File: src/rtl/wbm_pkg.sv
package wbm_pkg;
    typedef enum logic [2:0] {
        CMD_NOP    = 3'd0,
        CMD_ACT    = 3'd1,
        CMD_ACTM   = 3'd2,
        CMD_PRE    = 3'd3,
        CMD_WR     = 3'd4,
        CMD_BW     = 3'd5,
        CMD_LSMR   = 3'd6,
        CMD_PREALL = 3'd7
    } wbm_cmd_e;

    typedef enum logic [1:0] {
        ROW_CLOSED = 2'd0,
        ROW_PLAIN  = 2'd1,
        ROW_MASKED = 2'd2
    } row_state_e;
endpackage

File: src/rtl/wbm_special_regs.sv
module wbm_special_regs #(
    parameter int DATA_W = 32,
    parameter int ADDR_W = 10
) (
    input  logic              clk_i,
    input  logic              rst_ni,
    input  logic              load_i,
    input  logic [ADDR_W-1:0] addr_i,
    input  logic [DATA_W-1:0] data_i,
    input  logic              two_color_i,
    output logic [DATA_W-1:0] color0_o,
    output logic [DATA_W-1:0] color1_o,
    output logic [DATA_W-1:0] mask_o,
    output logic              err_o
);
    localparam int SEL_MASK = 5;
    localparam int SEL_COL  = 6;
    localparam int SEL_HI   = 7;
    localparam logic [ADDR_W-1:0] SEL_BITS =
        ADDR_W'((1 << SEL_MASK) | (1 << SEL_COL) | (1 << SEL_HI));

    logic rest_zero, hit_mask, hit_c0, hit_c1, illegal;

    always_comb begin
        rest_zero = (addr_i & ~SEL_BITS) == '0;
        illegal   = load_i && addr_i[SEL_MASK] && (addr_i[SEL_COL] || addr_i[SEL_HI]);
        hit_mask  = load_i && rest_zero && addr_i[SEL_MASK]
                    && !addr_i[SEL_COL] && !addr_i[SEL_HI];
        hit_c0    = load_i && rest_zero && !addr_i[SEL_MASK] && addr_i[SEL_COL]
                    && (!addr_i[SEL_HI] || !two_color_i);
        hit_c1    = load_i && rest_zero && !addr_i[SEL_MASK] && addr_i[SEL_COL]
                    && addr_i[SEL_HI] && two_color_i;
    end

    always_ff @(posedge clk_i) begin
        if (!rst_ni) begin
            color0_o <= '0;
            color1_o <= '0;
            mask_o   <= '0;
            err_o    <= 1'b0;
        end else begin
            err_o <= illegal;
            if (hit_c0)   color0_o <= data_i;
            if (hit_c1)   color1_o <= data_i;
            if (hit_mask) mask_o   <= data_i;
        end
    end
endmodule

File: src/rtl/wbm_row_fsm.sv
module wbm_row_fsm
    import wbm_pkg::*;
(
    input  logic clk_i,
    input  logic rst_ni,
    input  logic open_plain_i,
    input  logic open_masked_i,
    input  logic close_i,
    output logic open_o,
    output logic masked_o
);
    row_state_e st_q, st_d;

    always_ff @(posedge clk_i) begin
        if (!rst_ni) st_q <= ROW_CLOSED;
        else         st_q <= st_d;
    end

    always_comb begin
        st_d = st_q;
        unique case (st_q)
            ROW_CLOSED: begin
                if (open_masked_i)     st_d = ROW_MASKED;
                else if (open_plain_i) st_d = ROW_PLAIN;
            end
            ROW_PLAIN, ROW_MASKED: begin
                if (close_i)            st_d = ROW_CLOSED;
                else if (open_masked_i) st_d = ROW_MASKED;
                else if (open_plain_i)  st_d = ROW_PLAIN;
            end
            default: st_d = ROW_CLOSED;
        endcase
    end

    always_comb begin
        open_o   = (st_q != ROW_CLOSED);
        masked_o = (st_q == ROW_MASKED);
    end
endmodule

File: src/rtl/wbm_write_gen.sv
module wbm_write_gen #(
    parameter int DATA_W = 32,
    parameter int COL_W  = 8,
    parameter int GRP    = 8
) (
    input  logic                 clk_i,
    input  logic                 rst_ni,
    input  logic                 wr_i,
    input  logic                 bw_i,
    input  logic                 open_i,
    input  logic                 masked_i,
    input  logic [COL_W-1:0]     col_i,
    input  logic [DATA_W-1:0]    data_i,
    input  logic [DATA_W/8-1:0]  dqm_i,
    input  logic                 two_color_i,
    input  logic [DATA_W-1:0]    color0_i,
    input  logic [DATA_W-1:0]    color1_i,
    input  logic [DATA_W-1:0]    mask_i,
    output logic                 valid_o,
    output logic                 block_o,
    output logic [COL_W-1:0]     col_o,
    output logic [GRP-1:0]       col_en_o,
    output logic [DATA_W-1:0]    data_o,
    output logic [DATA_W-1:0]    bit_en_o
);
    localparam int NBYTES  = DATA_W / 8;
    localparam int GRP_LSB = $clog2(GRP);

    logic [DATA_W-1:0] byte_keep;
    logic [DATA_W-1:0] bit_en_d;
    logic              go;

    for (genvar k = 0; k < NBYTES; k++) begin : g_byte
        assign byte_keep[8*k +: 8] = {8{~dqm_i[k]}};
    end

    always_comb begin
        go       = (wr_i || bw_i) && open_i;
        bit_en_d = byte_keep & (masked_i ? mask_i : {DATA_W{1'b1}});
    end

    always_ff @(posedge clk_i) begin
        if (!rst_ni) begin
            valid_o  <= 1'b0;
            block_o  <= 1'b0;
            col_o    <= '0;
            col_en_o <= '0;
            data_o   <= '0;
            bit_en_o <= '0;
        end else begin
            valid_o <= go;
            block_o <= go && bw_i;
            if (!go) begin
                col_en_o <= '0;
                bit_en_o <= '0;
            end else if (bw_i) begin
                col_o    <= {col_i[COL_W-1:GRP_LSB], {GRP_LSB{1'b0}}};
                col_en_o <= data_i[GRP-1:0];
                data_o   <= (two_color_i && col_i[0]) ? color1_i : color0_i;
                bit_en_o <= bit_en_d;
            end else begin
                col_o    <= col_i;
                col_en_o <= GRP'(1);
                data_o   <= data_i;
                bit_en_o <= bit_en_d;
            end
        end
    end
endmodule

File: src/rtl/wbm_unit.sv
module wbm_unit
    import wbm_pkg::*;
#(
    parameter int DATA_W    = 32,
    parameter int ADDR_W    = 10,
    parameter int COL_W     = 8,
    parameter int GRP       = 8,
    parameter int NUM_BANKS = 2,
    localparam int BANK_W   = $clog2(NUM_BANKS),
    localparam int NBYTES   = DATA_W / 8
) (
    input  logic              clk_i,
    input  logic              rst_ni,
    input  logic [2:0]        cmd_i,
    input  logic [BANK_W-1:0] bank_i,
    input  logic [ADDR_W-1:0] addr_i,
    input  logic [DATA_W-1:0] dq_i,
    input  logic [NBYTES-1:0] dqm_i,
    input  logic              two_color_i,
    output logic              wr_valid_o,
    output logic              wr_block_o,
    output logic [COL_W-1:0]  wr_col_o,
    output logic [GRP-1:0]    wr_col_en_o,
    output logic [DATA_W-1:0] wr_data_o,
    output logic [DATA_W-1:0] wr_bit_en_o,
    output logic              lsmr_err_o
);
    wbm_cmd_e cmd;
    assign cmd = wbm_cmd_e'(cmd_i);

    logic [DATA_W-1:0]    color0, color1, mask;
    logic [NUM_BANKS-1:0] bank_open, bank_masked;

    wbm_special_regs #(.DATA_W(DATA_W), .ADDR_W(ADDR_W)) i_regs (
        .clk_i       (clk_i),
        .rst_ni      (rst_ni),
        .load_i      (cmd == CMD_LSMR),
        .addr_i      (addr_i),
        .data_i      (dq_i),
        .two_color_i (two_color_i),
        .color0_o    (color0),
        .color1_o    (color1),
        .mask_o      (mask),
        .err_o       (lsmr_err_o)
    );

    for (genvar b = 0; b < NUM_BANKS; b++) begin : g_bank
        logic sel;
        assign sel = (bank_i == BANK_W'(b));
        wbm_row_fsm i_row (
            .clk_i         (clk_i),
            .rst_ni        (rst_ni),
            .open_plain_i  (sel && cmd == CMD_ACT),
            .open_masked_i (sel && cmd == CMD_ACTM),
            .close_i       ((sel && cmd == CMD_PRE) || cmd == CMD_PREALL),
            .open_o        (bank_open[b]),
            .masked_o      (bank_masked[b])
        );
    end

    wbm_write_gen #(.DATA_W(DATA_W), .COL_W(COL_W), .GRP(GRP)) i_wgen (
        .clk_i       (clk_i),
        .rst_ni      (rst_ni),
        .wr_i        (cmd == CMD_WR),
        .bw_i        (cmd == CMD_BW),
        .open_i      (bank_open[bank_i]),
        .masked_i    (bank_masked[bank_i]),
        .col_i       (addr_i[COL_W-1:0]),
        .data_i      (dq_i),
        .dqm_i       (dqm_i),
        .two_color_i (two_color_i),
        .color0_i    (color0),
        .color1_i    (color1),
        .mask_i      (mask),
        .valid_o     (wr_valid_o),
        .block_o     (wr_block_o),
        .col_o       (wr_col_o),
        .col_en_o    (wr_col_en_o),
        .data_o      (wr_data_o),
        .bit_en_o    (wr_bit_en_o)
    );
endmodule

File: config.mk
export PLATFORM = sky130hd
export DESIGN_NAME = wbm_unit
export DESIGN_NICKNAME = d
export VERILOG_FILES = /design/src/rtl/wbm_pkg.sv /design/src/rtl/wbm_special_regs.sv /design/src/rtl/wbm_row_fsm.sv /design/src/rtl/wbm_write_gen.sv /design/src/rtl/wbm_unit.sv
export SDC_FILE = /design/constraint.sdc
export NUM_CORES = 1
export LEC_CHECK = 0
export ABC_AREA = 1
export BUFFER_PORTS_ARGS = -buffer_cell sky130_fd_sc_hd__buf_2
export CELL_PAD_IN_SITES_DETAIL_PLACEMENT = 2
export CELL_PAD_IN_SITES_GLOBAL_PLACEMENT = 2
export CORE_AREA = 2 2 192 175
export CTS_CLUSTER_SIZE = 14
export DETAILED_ROUTE_END_ITERATION = 8
export DIE_AREA = 0 0 194 177
export PLACE_DENSITY = 0.74
export SYNTH_ARGS = -nofsm -noshare
export SYNTH_HDL_FRONTEND = slang
export SYNTH_HIERARCHICAL = 1
export SYNTH_SLANG_ARGS = --single-unit
File: constraint.sdc
create_clock -name clk_i -period 1.4 [get_ports clk_i]
set_input_delay 0.14 -clock clk_i [delete_from_list [all_inputs] [get_ports clk_i]]
set_output_delay 0.14 -clock clk_i [all_outputs]
set_load 0.005 [all_outputs]
==> flow_metrics.env <==
export IMPL_final_antenna_net_count=0
export IMPL_critPathMaxFanout=8
export IMPL_clk_latency_ns=0.44
export IMPL_grt_pass1_wl_um=51300
export IMPL_antenna_found_initial=0
export IMPL_syn_area_per_cell_um2=6.41
export IMPL_async_reset_ff_share_pct=0
export IMPL_cts_htree_levels=4
export IMPL_cts_tree="yes"
export IMPL_core_area_mm2=0.0325
export IMPL_design_area_mm2=0.0116
export IMPL_globalRouteMet2Util_pct=36.6
export IMPL_wl_per_cell_um=16.8
export IMPL_place_area_mm2=0.0102
export IMPL_synthFlopType="dfxtp_1"
export IMPL_overflow=0
export IMPL_ctsLongestPathBuffers=2
export IMPL_violations="negative setup slack"
export IMPL_worstMarginPinSlew_ns=0.483
export IMPL_setup_ws_ns=-0.171
export IMPL_placedCellCount=1894
export IMPL_grtUsageTotal_pct=18.9
export IMPL_crit_type="reg -> reg"
export IMPL_place_congestion=0.749
export IMPL_start_util_pct=26.7
export IMPL_relSlewSlack_pct=67.8
export IMPL_crit_path_end_kind="flip-flop"
export IMPL_syn_area_mm2=0.00867
export IMPL_rsz0062_at_grt="yes"
export IMPL_outcome="complete, but fails checks"
export IMPL_nets=1575
export IMPL_fillers=3899
export IMPL_r2r_cells=11
export IMPL_cp_required_ns=1.77
export IMPL_io_buffers=135
export IMPL_cp_arrival_ns=1.94
export IMPL_worst_setup_path_start_kind="flip-flop"
export IMPL_ys_ff_latch=183
export IMPL_final_cell_count_no_fill=1950
export IMPL_met3_usage_pct=2.52
export IMPL_dieArea_mm2=0.0343
export IMPL_routed_wl_um=32900
export IMPL_path_clk_slew_ns=0.07
export IMPL_ys_seq_area_share_pct=42.3
export IMPL_drive_gt1_share_pct=22.6
export IMPL_min_period_over_period_pct=112
export IMPL_finalHoldViolCount=0
export IMPL_synth_edf_count=0
export IMPL_busiest_layer="met2"
export IMPL_ioPinCount=136
export IMPL_critPathTopFamily="simple AND/OR/NAND/NOR gates"
export IMPL_first_global_vias=9722
export IMPL_drt_pre_antenna_iters=4
export IMPL_irDropWorstVdd_mv=0.833
export IMPL_cpPeakStageDelay_ns=0.35
export IMPL_max_freq_ghz=0.636
export IMPL_dieHeight_um=177
export IMPL_finalSetupViolations=72
export IMPL_hold_path_class="in -> reg"
export IMPL_area_delta_synth_final_pct=33.7
export IMPL_netlist_instances=1351
export IMPL_grt_max_degree=97
export IMPL_leakagePower_nw=5.69
export IMPL_fin_crit_ns=1.57
export IMPL_hpwl_um=21700
export IMPL_std_cell_rows=63
export IMPL_slowest_stage="dfxtp_2"
export IMPL_skew_ns=0.0111
export IMPL_drc_errors=0
export IMPL_drtIter0Drc=248
export IMPL_crit_cells=11
export IMPL_vias=8847
export IMPL_slew_violations=0
export IMPL_numClockSinks=183
export IMPL_cts_buffers=17
export IMPL_chipWidth_um=194
export IMPL_hold_depth=3
export IMPL_syn_num_nets=1410
export IMPL_viasPerCell=4.54
export IMPL_yosys_warnings=6
export IMPL_mostFrequentLayoutCell="inv_1"
export IMPL_path_buf_inv=4
export IMPL_synth_cell_types=26
export IMPL_diodes=0
export IMPL_cp_cell_sequence="inv_2 > ha_4 > inv_2 > nand2_2 > nand2_2 > o21ai_4 > nor2_4 > buf_12 > buf_12 > nand2_8 > nor2_1"
export IMPL_met1_usage_pct=21.7
export IMPL_power_density_mw_per_mm2=950
export IMPL_maxCapViolations=0
export IMPL_most_common_layout_cells="inv_1 (306), nand2_1 (270), nor2_1 (180)"
export IMPL_clockRootBuffer="clkbuf_16"
[layer usage]
layer | wire length (µm) | up-vias
met3 | 676 | 19
li1 | - | 4327
met4 | 409 | 0
met2 | 17600 | 97
met5 | 0 | -
met1 | 14200 | 4404
[worst paths after layout]
check / start / to / slack (ns)
setup / recovery: g_bank[1].i_row/st_q[0]$_SDFF_PN0_ / i_wgen/bit_en_o[29]$_SDFF_PN0_ / -0.17
setup reg to reg: g_bank[1].i_row/st_q[0]$_SDFF_PN0_ / i_wgen/bit_en_o[29]$_SDFF_PN0_ / -0.17
hold reg to reg: i_regs/mask_o[18]$_SDFFE_PN0P_ / i_regs/mask_o[18]$_SDFFE_PN0P_ / 0.47
hold / removal: dq_i[24] / i_regs/mask_o[24]$_SDFFE_PN0P_ / 0.03
[flip-flops by register name, indices dropped and copies added (netlist names)]
| signal | cells |
|---|---|
| i_regs/color0_o | 32 |
| i_regs/color1_o | 32 |
| i_regs/mask_o | 32 |
| i_wgen/bit_en_o | 32 |
| i_wgen/data_o | 32 |
| i_wgen/col_en_o | 8 |
| i_wgen/col_o | 8 |
| g_bank.i_row/st_q | 4 |
| i_regs/err_o | 1 |
| i_wgen/block_o | 1 |
| i_wgen/valid_o | 1 |
[layout make-up]
cell class / count / area, µm² / share of cell area (%)
Tap cell: 422 / 528 / 4.56
Clock inverter: 10 / 81.3 / 0.702
Timing Repair Buffer: 225 / 1780 / 15.4
Sequential cell: 183 / 3670 / 31.7
Multi-Input combinational cell: 773 / 3880 / 33.5
Inverter: 316 / 1190 / 10.3
Clock buffer: 21 / 450 / 3.89
[kinds of logic after synthesis]
group                    after synthesis  share of synthesized area (%)
AND/OR/NAND/NOR                      693                           34.2
buffers and inverters                395                           18.3
AO/OA/AOI/OAI                         74                           4.40
adder cells (fa/ha/maj)                6                          0.866
flip-flops                           183                           42.3
[Yosys cell counts, types with 6 or more instances]
cell | number | area share, %
a21oi_1 | 65 | 3.8
buf_2 | 37 | 2.1
clkbuf_1 | 29 | 1.3
dfxtp_1 | 183 | 42
ha_1 | 6 | 0.87
inv_1 | 313 | 14
nand2_1 | 281 | 12
nand3_1 | 103 | 5.9
nand4_1 | 64 | 4.6
nor2_1 | 230 | 10
[stage by stage]
step                      setup WS [ns]  setup TNS (ns)  utilization [%]  hold slack (ns)  power, W
after floorplan                  0.0122               0                -            0.250   0.00588
after global placement           -0.212          -21.77             31.5            0.383   0.00635
after detailed placement         -0.281          -34.01             31.5            0.391   0.00637
after CTS                        -0.156           -5.92             34.4          0.00862    0.0111
after global routing             -0.259          -12.94             35.7           0.0316    0.0115
final                            -0.171           -6.24             35.7           0.0291    0.0110
[worst register-to-register path: stages, from the launching register on]
cell and delay (ns):
dfxtp_2 0.35, inv_2 0.05, ha_4 0.15, inv_2 0.06, nand2_2 0.06, nand2_2 0.10
o21ai_4 0.09, nor2_4 0.11, buf_12 0.14, buf_12 0.14, nand2_8 0.10, nor2_1 0.15
[report_power, final]
part	switching [W]	internal, W	total [W]
clock	0.00213	0.00247	0.00460
sequential	0.0000215	0.00525	0.00527
combinational	0.000732	0.000414	0.00115
total	0.00288	0.00813	0.0110
[what timing repair did]
item	4_1_cts	5_1_grt
setup endpoints to repair	82	106
gates cloned	0	4
endpoints found under the hold margin	11	0
buffers inserted	8	3
gates resized for setup	64	77
hold buffers	11	0
pin swaps	7	11
Power figures use the tool's default switching activity.
